--- src/rtl/exc_arb_pkg.sv ---
package exc_arb_pkg;
  typedef enum logic [2:0] {
    SRC_HW     = 3'd0,
    SRC_EXTINT = 3'd1,
    SRC_SWINT  = 3'd2,
    SRC_INSN   = 3'd3,
    SRC_ICEBP  = 3'd4
  } ev_src_e;

  typedef enum logic [1:0] {
    ST_IDLE  = 2'd0,
    ST_DLV1  = 2'd1,
    ST_DLVDF = 2'd2,
    ST_SHUT  = 2'd3
  } nest_st_e;

  typedef enum logic [1:0] {
    EX_NORM = 2'd0,
    EX_DF   = 2'd1,
    EX_SHUT = 2'd2
  } exit_kind_e;

  localparam int unsigned DB_VEC  = 1;
  localparam int unsigned DF_VEC  = 8;
  localparam int unsigned PF_VEC  = 14;
  localparam int unsigned RSV_A   = 2;
  localparam int unsigned RSV_B   = 9;
endpackage

--- src/rtl/exc_classify.sv ---
module exc_classify
  import exc_arb_pkg::*;
#(
  parameter int unsigned VW   = 8,
  parameter int unsigned XW   = 64,
  parameter int unsigned ECW  = 32,
  parameter int unsigned NVEC = 32
) (
  input  logic [2:0]      src,
  input  logic [VW-1:0]   vector,
  input  logic [NVEC-1:0] mask,
  input  logic [ECW-1:0]  errc,
  input  logic [XW-1:0]   fault_addr,
  input  logic [XW-1:0]   ip_cur,
  input  logic [XW-1:0]   ip_next,
  input  logic            db_trap,
  output logic            consult,
  output logic            hit,
  output logic            df_hit,
  output logic [XW-1:0]   info1,
  output logic [XW-1:0]   info2,
  output logic [XW-1:0]   saved_ip
);
  localparam int unsigned IDXW = $clog2(NVEC);

  logic [NVEC-1:0] eff_mask;
  logic            in_range;

  always_comb begin
    eff_mask        = mask;
    eff_mask[RSV_A] = 1'b0;
    eff_mask[RSV_B] = 1'b0;
  end

  assign consult  = (src == SRC_HW) || (src == SRC_INSN);
  assign in_range = (vector < VW'(NVEC));
  assign hit      = consult && in_range && eff_mask[vector[IDXW-1:0]];
  assign df_hit   = eff_mask[DF_VEC];

  always_comb begin
    info1 = '0;
    info2 = '0;
    case (vector)
      VW'(10), VW'(11), VW'(12), VW'(13), VW'(17): info1 = XW'(errc);
      VW'(PF_VEC): begin
        info1 = XW'(errc);
        info2 = fault_addr;
      end
      default: ;
    endcase
  end

  always_comb begin
    if (src == SRC_INSN)               saved_ip = ip_cur;
    else if (vector == VW'(DB_VEC))    saved_ip = db_trap ? ip_next : ip_cur;
    else if (vector == VW'(DF_VEC))    saved_ip = '0;
    else                               saved_ip = ip_cur;
  end
endmodule

--- src/rtl/exc_nest_fsm.sv ---
module exc_nest_fsm
  import exc_arb_pkg::*;
#(
  parameter int unsigned VW = 8
) (
  input  logic          clk,
  input  logic          rst_n,
  input  logic          ev_valid,
  input  logic [VW-1:0] vector,
  input  logic          consult,
  input  logic          hit,
  input  logic          df_hit,
  input  logic          shut_icpt,
  input  logic          dlv_done,
  output logic          act_exit,
  output logic          act_dlv,
  output logic [VW-1:0] dlv_vec,
  output exit_kind_e    exit_kind,
  output logic          prior_valid,
  output logic [VW-1:0] prior_vec,
  output logic          in_shutdown
);
  nest_st_e      st_q, st_d;
  logic [VW-1:0] prior_q, prior_d;

  always_comb begin
    st_d        = st_q;
    prior_d     = prior_q;
    act_exit    = 1'b0;
    act_dlv     = 1'b0;
    dlv_vec     = vector;
    exit_kind   = EX_NORM;
    prior_valid = 1'b0;
    if (st_q == ST_SHUT) begin
      st_d = ST_SHUT;
    end else if (ev_valid) begin
      if (!consult) begin
        act_dlv = 1'b1;
      end else begin
        case (st_q)
          ST_IDLE: begin
            if (hit) act_exit = 1'b1;
            else begin
              act_dlv = 1'b1;
              st_d    = ST_DLV1;
              prior_d = vector;
            end
          end
          ST_DLV1: begin
            st_d = ST_IDLE;
            if (hit) begin
              act_exit    = 1'b1;
              prior_valid = 1'b1;
            end else if (df_hit) begin
              act_exit  = 1'b1;
              exit_kind = EX_DF;
            end else begin
              act_dlv = 1'b1;
              dlv_vec = VW'(DF_VEC);
              st_d    = ST_DLVDF;
              prior_d = VW'(DF_VEC);
            end
          end
          default: begin
            st_d = ST_IDLE;
            if (hit) begin
              act_exit    = 1'b1;
              prior_valid = 1'b1;
            end else if (shut_icpt) begin
              act_exit  = 1'b1;
              exit_kind = EX_SHUT;
            end else begin
              st_d = ST_SHUT;
            end
          end
        endcase
      end
    end else if (dlv_done) begin
      st_d = ST_IDLE;
    end
  end

  always_ff @(posedge clk or negedge rst_n) begin
    if (!rst_n) begin
      st_q    <= ST_IDLE;
      prior_q <= '0;
    end else begin
      st_q <= st_d;
      if (prior_d != prior_q) prior_q <= prior_d;
    end
  end

  assign prior_vec   = prior_q;
  assign in_shutdown = (st_q == ST_SHUT);
endmodule

--- src/rtl/exc_intercept_arb.sv ---
module exc_intercept_arb
  import exc_arb_pkg::*;
#(
  parameter int unsigned VW        = 8,
  parameter int unsigned XW        = 64,
  parameter int unsigned ECW       = 32,
  parameter int unsigned NVEC      = 32,
  parameter int unsigned CW        = 8,
  parameter logic [7:0]  EXIT_BASE = 8'h40,
  parameter logic [7:0]  SHUT_CODE = 8'h7F
) (
  input  logic            clk,
  input  logic            rst_n,
  input  logic            ev_valid,
  input  logic [VW-1:0]   ev_vector,
  input  logic [2:0]      ev_src,
  input  logic [ECW-1:0]  ev_errc,
  input  logic [XW-1:0]   ev_fault_addr,
  input  logic [XW-1:0]   ev_ip_cur,
  input  logic [XW-1:0]   ev_ip_next,
  input  logic            ev_db_trap,
  input  logic [NVEC-1:0] exc_mask,
  input  logic            shut_icpt,
  input  logic            dlv_done,
  output logic            exit_valid,
  output logic [CW-1:0]   exit_code,
  output logic [XW-1:0]   exit_info1,
  output logic [XW-1:0]   exit_info2,
  output logic [XW-1:0]   exit_ip,
  output logic            exit_prior_valid,
  output logic [VW-1:0]   exit_prior_vec,
  output logic            deliver_valid,
  output logic [VW-1:0]   deliver_vec,
  output logic            shutdown
);
  logic          consult, hit, df_hit;
  logic [XW-1:0] c_info1, c_info2, c_ip;
  logic          act_exit, act_dlv, pri_v;
  logic [VW-1:0] dlv_vec, pri_vec;
  exit_kind_e    kind;

  logic [CW-1:0] code_d;
  logic [XW-1:0] info1_d, info2_d, ip_d;

  exc_classify #(.VW(VW), .XW(XW), .ECW(ECW), .NVEC(NVEC)) u_cls (
    .src(ev_src), .vector(ev_vector), .mask(exc_mask), .errc(ev_errc),
    .fault_addr(ev_fault_addr), .ip_cur(ev_ip_cur), .ip_next(ev_ip_next),
    .db_trap(ev_db_trap), .consult(consult), .hit(hit), .df_hit(df_hit),
    .info1(c_info1), .info2(c_info2), .saved_ip(c_ip)
  );

  exc_nest_fsm #(.VW(VW)) u_fsm (
    .clk(clk), .rst_n(rst_n), .ev_valid(ev_valid), .vector(ev_vector),
    .consult(consult), .hit(hit), .df_hit(df_hit), .shut_icpt(shut_icpt),
    .dlv_done(dlv_done), .act_exit(act_exit), .act_dlv(act_dlv),
    .dlv_vec(dlv_vec), .exit_kind(kind), .prior_valid(pri_v),
    .prior_vec(pri_vec), .in_shutdown(shutdown)
  );

  always_comb begin
    code_d  = EXIT_BASE + CW'(ev_vector);
    info1_d = c_info1;
    info2_d = c_info2;
    ip_d    = c_ip;
    case (kind)
      EX_DF: begin
        code_d  = EXIT_BASE + CW'(DF_VEC);
        info1_d = '0;
        info2_d = '0;
        ip_d    = '0;
      end
      EX_SHUT: begin
        code_d  = SHUT_CODE;
        info1_d = '0;
        info2_d = '0;
        ip_d    = '0;
      end
      default: ;
    endcase
  end

  always_ff @(posedge clk or negedge rst_n) begin
    if (!rst_n) begin
      exit_valid       <= 1'b0;
      deliver_valid    <= 1'b0;
      exit_code        <= '0;
      exit_info1       <= '0;
      exit_info2       <= '0;
      exit_ip          <= '0;
      exit_prior_valid <= 1'b0;
      exit_prior_vec   <= '0;
      deliver_vec      <= '0;
    end else begin
      exit_valid    <= act_exit;
      deliver_valid <= act_dlv;
      if (act_exit) begin
        exit_code        <= code_d;
        exit_info1       <= info1_d;
        exit_info2       <= info2_d;
        exit_ip          <= ip_d;
        exit_prior_valid <= pri_v;
        exit_prior_vec   <= pri_v ? pri_vec : '0;
      end
      if (act_dlv) deliver_vec <= dlv_vec;
    end
  end
endmodule

--- config.mk ---
export PLATFORM = sky130hd
export DESIGN_NAME = exc_intercept_arb
export DESIGN_NICKNAME = d
export VERILOG_FILES = /design/src/rtl/exc_arb_pkg.sv /design/src/rtl/exc_classify.sv /design/src/rtl/exc_nest_fsm.sv /design/src/rtl/exc_intercept_arb.sv
export SDC_FILE = /design/constraint.sdc
export NUM_CORES = 1
export LEC_CHECK = 0
export ABC_AREA = 1
export ABC_CLOCK_PERIOD_IN_PS = 5200
export CAP_MARGIN = 5
export CORE_AREA = 2 2 189 191
export DETAILED_ROUTE_END_ITERATION = 7
export DIE_AREA = 0 0 191 193
export PLACE_DENSITY = 0.62
export SYNTH_ARGS = -nofsm -noshare
export SYNTH_HDL_FRONTEND = slang
export SYNTH_SLANG_ARGS = --single-unit
--- constraint.sdc ---
create_clock -name clk -period 5.2 [get_ports clk]
set_input_delay 0.78 -clock clk [delete_from_list [all_inputs] [get_ports clk]]
set_output_delay 0.78 -clock clk [all_outputs]
set_load 0.005 [all_outputs]
Yosys cells after proc, flatten, opt, wreduce, memory -nomap -nowiden
Cells that the tools add are included.
- add/sub/neg operators: 1
- order comparisons: 2
- equal/unequal tests: 16
- mux-type cells: 64
- reductions and logical operators: 9
- operator list (kind ; count):
    $mux 64 ; 8
    $mux 8 ; 13
    $eq 8x4->1 const B ; 6
    $mux 32 ; 1
    $pmux 8 s2 ; 2
    $mux 2 ; 15
    $mux 1 ; 20
    $add 7x8->8 const A ; 1
    $eq 8x1->1 const B ; 1
    $eq 8x5->1 const B ; 1
    $lt 8x6->1 const B ; 1
    $ne 8x8->1 ; 1
    $pmux 2 s2 ; 2
    $lt 5x6->1 const B ; 1
    $reduce_or 6->1 ; 1
    $bmux 1 s5 ; 1
    $eq 2x1->1 const B ; 2
    $eq 2x2->1 const B ; 2
    $ne 4x4->1 const B ; 1
    $pmux 1 s2 ; 2
    $eq 3x2->1 const B ; 1
    $logic_not 3->1 ; 1
    $ne 3x1->1 const B ; 1
    $reduce_and 3->1 ; 1
    5 further kinds ; 6
- register bits: 229
- input bits: 273
- output and inout bits: 220

Longest topological paths before layout
- depth in word-level cells: 12
- gate-level depth with buffers: 21
- mapped depth without buffers: 17

Cells and area by module
A second synthesis with hierarchy kept.
- cell total of the unflattened synthesis: 1763
- area, all modules: 12161.7 sq um
- modules (own cells, without submodules) (module ; times used ; cells an instance ; area an instance (sq um) ; sequential area each (sq um)):
    exc_intercept_arb ; 1 ; 926 ; 8240.4 ; 5480.3
    exc_classify ; 1 ; 698 ; 3143.0 ; 0.0
    exc_nest_fsm ; 1 ; 139 ; 778.2 ; 250.2

Worst setup path after synthesis
Ideal clock, no wire load.
- path type: input to register
- start: in ev_vector[1]
- end: reg exit_info1[10]
- arrival: 3.100 ns
- setup slack: 2.017 ns
- stages: 18
- path buffers: 5
- path through: buf_4 -> buf_4 -> nand3_1 -> nand3_1 -> nand2_1 -> nand2_1 -> nor2_1 -> nand2_2 -> nand3_4 -> buf_2 -> nand4_1 -> ha_1 -> clkbuf_1 -> nand4_1 -> nand2_1 -> clkbuf_1 -> nand2_1 -> o21ai_0
- word-level cells in the longest chain between the ends: 11
- elaborated cells between the ends (all ways): 30
- classes of those cells: order compare (1); eq/ne (8); mux (17); reduce/logical (4)
- RTL lines (item ; RTL line ; text):
    start, declared ; exc_intercept_arb.sv:15 ; input logic [VW-1:0] ev_vector,
    $lt 8x6->1 or $bmux 1 s5 (tied branches) ; exc_classify.sv:36, exc_classify.sv:37 ;
    $logic_and 1x1->1 or $mux 1 (tied branches) ; exc_classify.sv:37 ; assign hit = consult && in_range && eff_mask[vector[IDXW-1:0]];
    $logic_and 1x1->1 ; exc_classify.sv:37 ;
    $mux 2, on equally long branches ; exc_nest_fsm.sv:66, exc_nest_fsm.sv:51 ;
    $pmux 2 s2 ; exc_nest_fsm.sv:40 ; case (st_q)
    $mux 2 ; exc_nest_fsm.sv:37 ; if (!consult) begin
    $mux 2 ; exc_nest_fsm.sv:36 ; end else if (ev_valid) begin
    $mux 2 ; exc_nest_fsm.sv:34 ; if (st_q == ST_SHUT) begin
    $eq 2x2->1 or $eq 2x1->1 (tied branches) ; exc_intercept_arb.sv:65 ; case (kind)
    $reduce_or 2->1 (no source line) ; -- ;
    $mux 64 ; exc_intercept_arb.sv:65 ;
    end signal, assigned ; exc_intercept_arb.sv:98 ; exit_info1 <= info1_d;
    end, declared ; exc_intercept_arb.sv:27 ; output logic [XW-1:0] exit_info1,
Parallel ways exist; a longest one is shown, timed or not. The select of a mux whose other input is x is not followed.
A chain may end at the register's enable or synchronous reset.

Worst setup path in the final report
- start: in ev_vector[0]
- end: reg exit_code[0]
- word-level cells in the longest chain between the ends: 10
- elaborated cells between the ends (all ways): 22
- classes of those cells: add/sub (1); order compare (1); eq/ne (2); mux (16); reduce/logical (2)
- RTL lines (item ; RTL line ; text):
    $lt 8x6->1 or $bmux 1 s5 (tied branches) ; exc_classify.sv:36, exc_classify.sv:37 ;
    $logic_and 1x1->1 or $mux 1 (tied branches) ; exc_classify.sv:37 ;
    $logic_and 1x1->1 ; exc_classify.sv:37 ;
    $mux 2, on equally long branches ; exc_nest_fsm.sv:66, exc_nest_fsm.sv:51 ;
    $pmux 2 s2 ; exc_nest_fsm.sv:40 ;
    $mux 2 ; exc_nest_fsm.sv:37 ;
    $mux 2 ; exc_nest_fsm.sv:36 ;
    $mux 2 ; exc_nest_fsm.sv:34 ;
    $eq 2x2->1 or $eq 2x1->1 (tied branches) ; exc_intercept_arb.sv:65 ;
    $pmux 8 s2 ; exc_intercept_arb.sv:65 ;
    end signal, assigned ; exc_intercept_arb.sv:97 ; exit_code <= code_d;
    end, declared ; exc_intercept_arb.sv:26 ; output logic [CW-1:0] exit_code,
Parallel ways exist; a longest one is shown, timed or not. The select of a mux whose other input is x is not followed.

==> impl_metrics.py <==
metrics = {
    "critical_path": {
        "r2r-start": "u_fsm.st_q[1]$_DFFE_PN0P_",
        "cp_max_fo": 67,
        "path_class": "input port to register",
        "cp.arrival_ns": 4.66,
        "critPathLaunchType": "input port",
        "crit_path_max_incr_delay_ns": 0.93,
        "path_delay_family": "buffers and inverters",
        "rr_endpoint": "exit_ip[38]$_DFFE_PN0P_",
        "cp.required_ns": 5.54,
        "crit_top_cell": "nand2_1",
        "crit_path_cell_trace": "clkdlybuf4s50_1, inv_2, nand2_1, nand2_1, nand2_1, nand2_1, nand2_1, nand3_1, nor2_1, nor2_4, nor4_1, ha_2, buf_4, inv_1, nand2_1, o21ai_0, nand2_1, nand2_1",
        "crit_slowest_cell": "clkdlybuf4s50_1",
        "crit_buf_inv": 4,
        "cp-end-kind": "register",
        "ff2ff_path_depth": 10,
        "rrSetupSlack_ns": 2.10,
    },
    "drt": {
        "met3_length_um": 2700,
        "drt-total-wl_um": 36500,
        "postRouteAntennaNets": 0,
        "drc": 0,
        "top_layer_used": "met5",
        "wl_met1_um": 15100,
        "first_pass_iters": 5,
        "via_per_inst": 4.60,
        "met2WireLength_um": 17800,
        "routed-via-count": 10100,
        "drtIter0Drc": 533,
        "wl_per_cell_um": 16.7,
    },
    "power_and_ir_drop": {
        "p_leak_nw": 7.00,
        "power_density_nw_per_um2": 337,
        "vdd_drop_max_uv": 200,
    },
    "floorplan": {
        "io_pins": 493,
        "initial_core_util_pct": 29.3,
        "die_area_um2": 36900,
        "core_area_um2": 35000,
        "rows": 69,
        "die_w_um": 191,
        "die_h_um": 193,
    },
    "placement": {
        "dp_hpwl_um": 26100,
        "io_buffers": 458,
        "dp.cells": 2158,
        "place_congestion": 0.835,
    },
    "cts": {
        "post-cts-setup-buffers": 0,
        "clockBufferDepth": 2,
        "cts_resized": 0,
        "cts_made_buffers": 17,
        "clock-sinks": 197,
        "path_clk_slew_ns": 0.07,
        "cts_root_buffer": "clkbuf_16",
        "postCtsHoldBufs": 0,
        "cts_tree": "built",
        "htreeDepth": 4,
        "clock_latency_ns": 0.45,
    },
    "synthesis": {
        "ys_seq_elements": 197,
        "yosysWarnings": 0,
        "yosysTopAreaCell": "dfrtp_1",
        "ys_seq_area_share_pct": 48.1,
        "netlist.area_leader.share_pct": 48.1,
        "synth_area_per_cell_um2": 7.81,
        "yosysUniqueCellTypes": 32,
        "postSynthCellCount": 1312,
        "syn_area_um2": 10200,
        "synth_area_leaders": "dfrtp_1 (48%), nand2_1 (20%), o32ai_1 (5.5%)",
    },
    "cells_and_area": {
        "antenna_cells": 0,
        "fin_cells": 2189,
        "fin_nets": 1991,
        "utilization_pct": 44.3,
        "area_delta_synth_final_pct": 51.1,
        "drive_gt1_share_pct": 3.99,
    },
    "sta": {
        "layout_min_cycle_time_ns": 4.32,
        "max_slew_margin_pct": 33.7,
        "period_share_pct": 83.1,
        "fmax_ghz": 0.232,
        "finClkSkew_ns": 0.00750,
        "rsz0062_at_grt": "no",
        "finalSetupTns_ns": 0,
        "drv_slew": 0,
        "hold_viol": 0,
        "setup_viol": 0,
        "worstMarginPinSlew_ns": 0.995,
    },
    "run": {
        "maxCapViolations": 0,
    },
    "min_path": {
        "hold_path_class": "input port to asynchronous set/reset pin",
    },
    "global_route": {
        "track_usage_pct": 19.2,
        "grt_max_degree": 109,
        "grt-ovfl-total": 0,
        "antenna_found_initial": 1,
        "grt_pass1_vias": 9499,
        "grt_pass1_wl_um": 54500,
    },
    "outcome": {
        "status": "finished, final reports clean",
    },
}
metrics by stage:
step,hold WS (ns),power (mW),area [um2],setup slack (ns)
after floorplan,0.465,2.80,10400,2.02
after global placement,0.462,3.92,14900,0.491
after detailed placement,0.464,3.94,14900,0.419
after CTS,0.481,5.29,15500,0.864
after global routing,0.497,5.54,15500,0.431
final,0.374,5.22,15500,0.881
flip-flops by register name, summed over array words and instances (netlist names):
| signal | count |
|---|---|
| u_fsm.prior_vec | 8 |
| deliver_vec | 8 |
| exit_prior_vec | 8 |
| u_fsm.st_q | 2 |
| exit_ip | 64 |
| exit_info2 | 64 |
| exit_info1 | 32 |
| exit_code | 8 |
| exit_prior_valid | 1 |
| exit_valid | 1 |
| deliver_valid | 1 |
report_power, final:
| group | switching, mW | internal [mW] | total, mW |
|---|---|---|---|
| Clock | 0.629 | 0.682 | 1.31 |
| Sequential | 0.213 | 1.90 | 2.11 |
| Combinational | 0.792 | 0.998 | 1.79 |
placed cells by master, fill, tap and decap left out, drive strengths merged:
cell type / n
a211oi: 1
a21boi: 6
clkinv: 4
nor2: 41
bufinv: 1
ha: 2
clkbuf: 20
dfrtp: 197
nand2: 545
clkinvlp: 1
inv: 108
o32ai: 64
clkdlybuf4s50: 456
buf: 19
a21oi: 7
o2111ai: 1
nor3: 2
o21ai: 126
nor4: 1
nand4: 5
conb: 32
nand3: 89
final cells by class:
class	count	area, um2
Multi-Input combinational cell	922	4220
Fill cell	3506	19500
Timing Repair Buffer	476	4820
Clock inverter	12	119
Clock buffer	19	443
Sequential cell	197	4930
Inverter	102	383
Tap cell	461	577
worst max path at each step:
stage / from / end / slack (ns) / depth (start not counted)
floorplan: ev_vector[1] / exit_info1[10]$_DFFE_PN0P_ / 2.02 / 18
global placement: ev_vector[0] / exit_code[0]$_DFFE_PN0P_ / 0.49 / 19
detailed placement: ev_vector[0] / exit_code[0]$_DFFE_PN0P_ / 0.42 / 18
CTS: ev_vector[0] / exit_code[0]$_DFFE_PN0P_ / 0.86 / 18
global route: ev_vector[0] / exit_code[0]$_DFFE_PN0P_ / 0.43 / 16
finish: ev_vector[0] / exit_code[0]$_DFFE_PN0P_ / 0.88 / 18
Yosys cell counts, drive strengths merged:
library cell	count
a21oi	7
nand4	5
o32ai	64
o2111ai	1
a211oi	1
inv	102
buf	86
nor3	2
nor2	41
nand3	89
clkbuf	36
nand2	545
a21boi	6
conb	1
o21ai	126
ha	2
nor4	1
dfrtp	197
routing by layer:
layer | global-route usage (%) | up-vias
li1 | - | 4968
met1 | 24.3 | 4697
met2 | 31.5 | 345
met3 | 5.00 | 49
met4 | 7.10 | 2
met5 | 0 | -
worst reg2reg max path: stages, from the launching register on:
cell	delay (ns)
dfrtp_1	0.43
nand2_1	0.14
inv_1	0.09
nor2_1	0.20
inv_1	0.11
nor2_1	0.62
nand2_8	0.43
inv_2	0.40
buf_12	0.31
nand3_1	0.20
nand2_1	0.11
kinds of logic after synthesis:
kind of cell | after synthesis | synth area share (%)
flops | 197 | 48.1
fa+ha+maj | 2 | 0.244
other cells | 1 | 0.0366
compound gates | 205 | 12.6
simple gates | 683 | 26.9
buf+inv | 224 | 12.1
No activity file was read; power rests on OpenSTA's default activity.
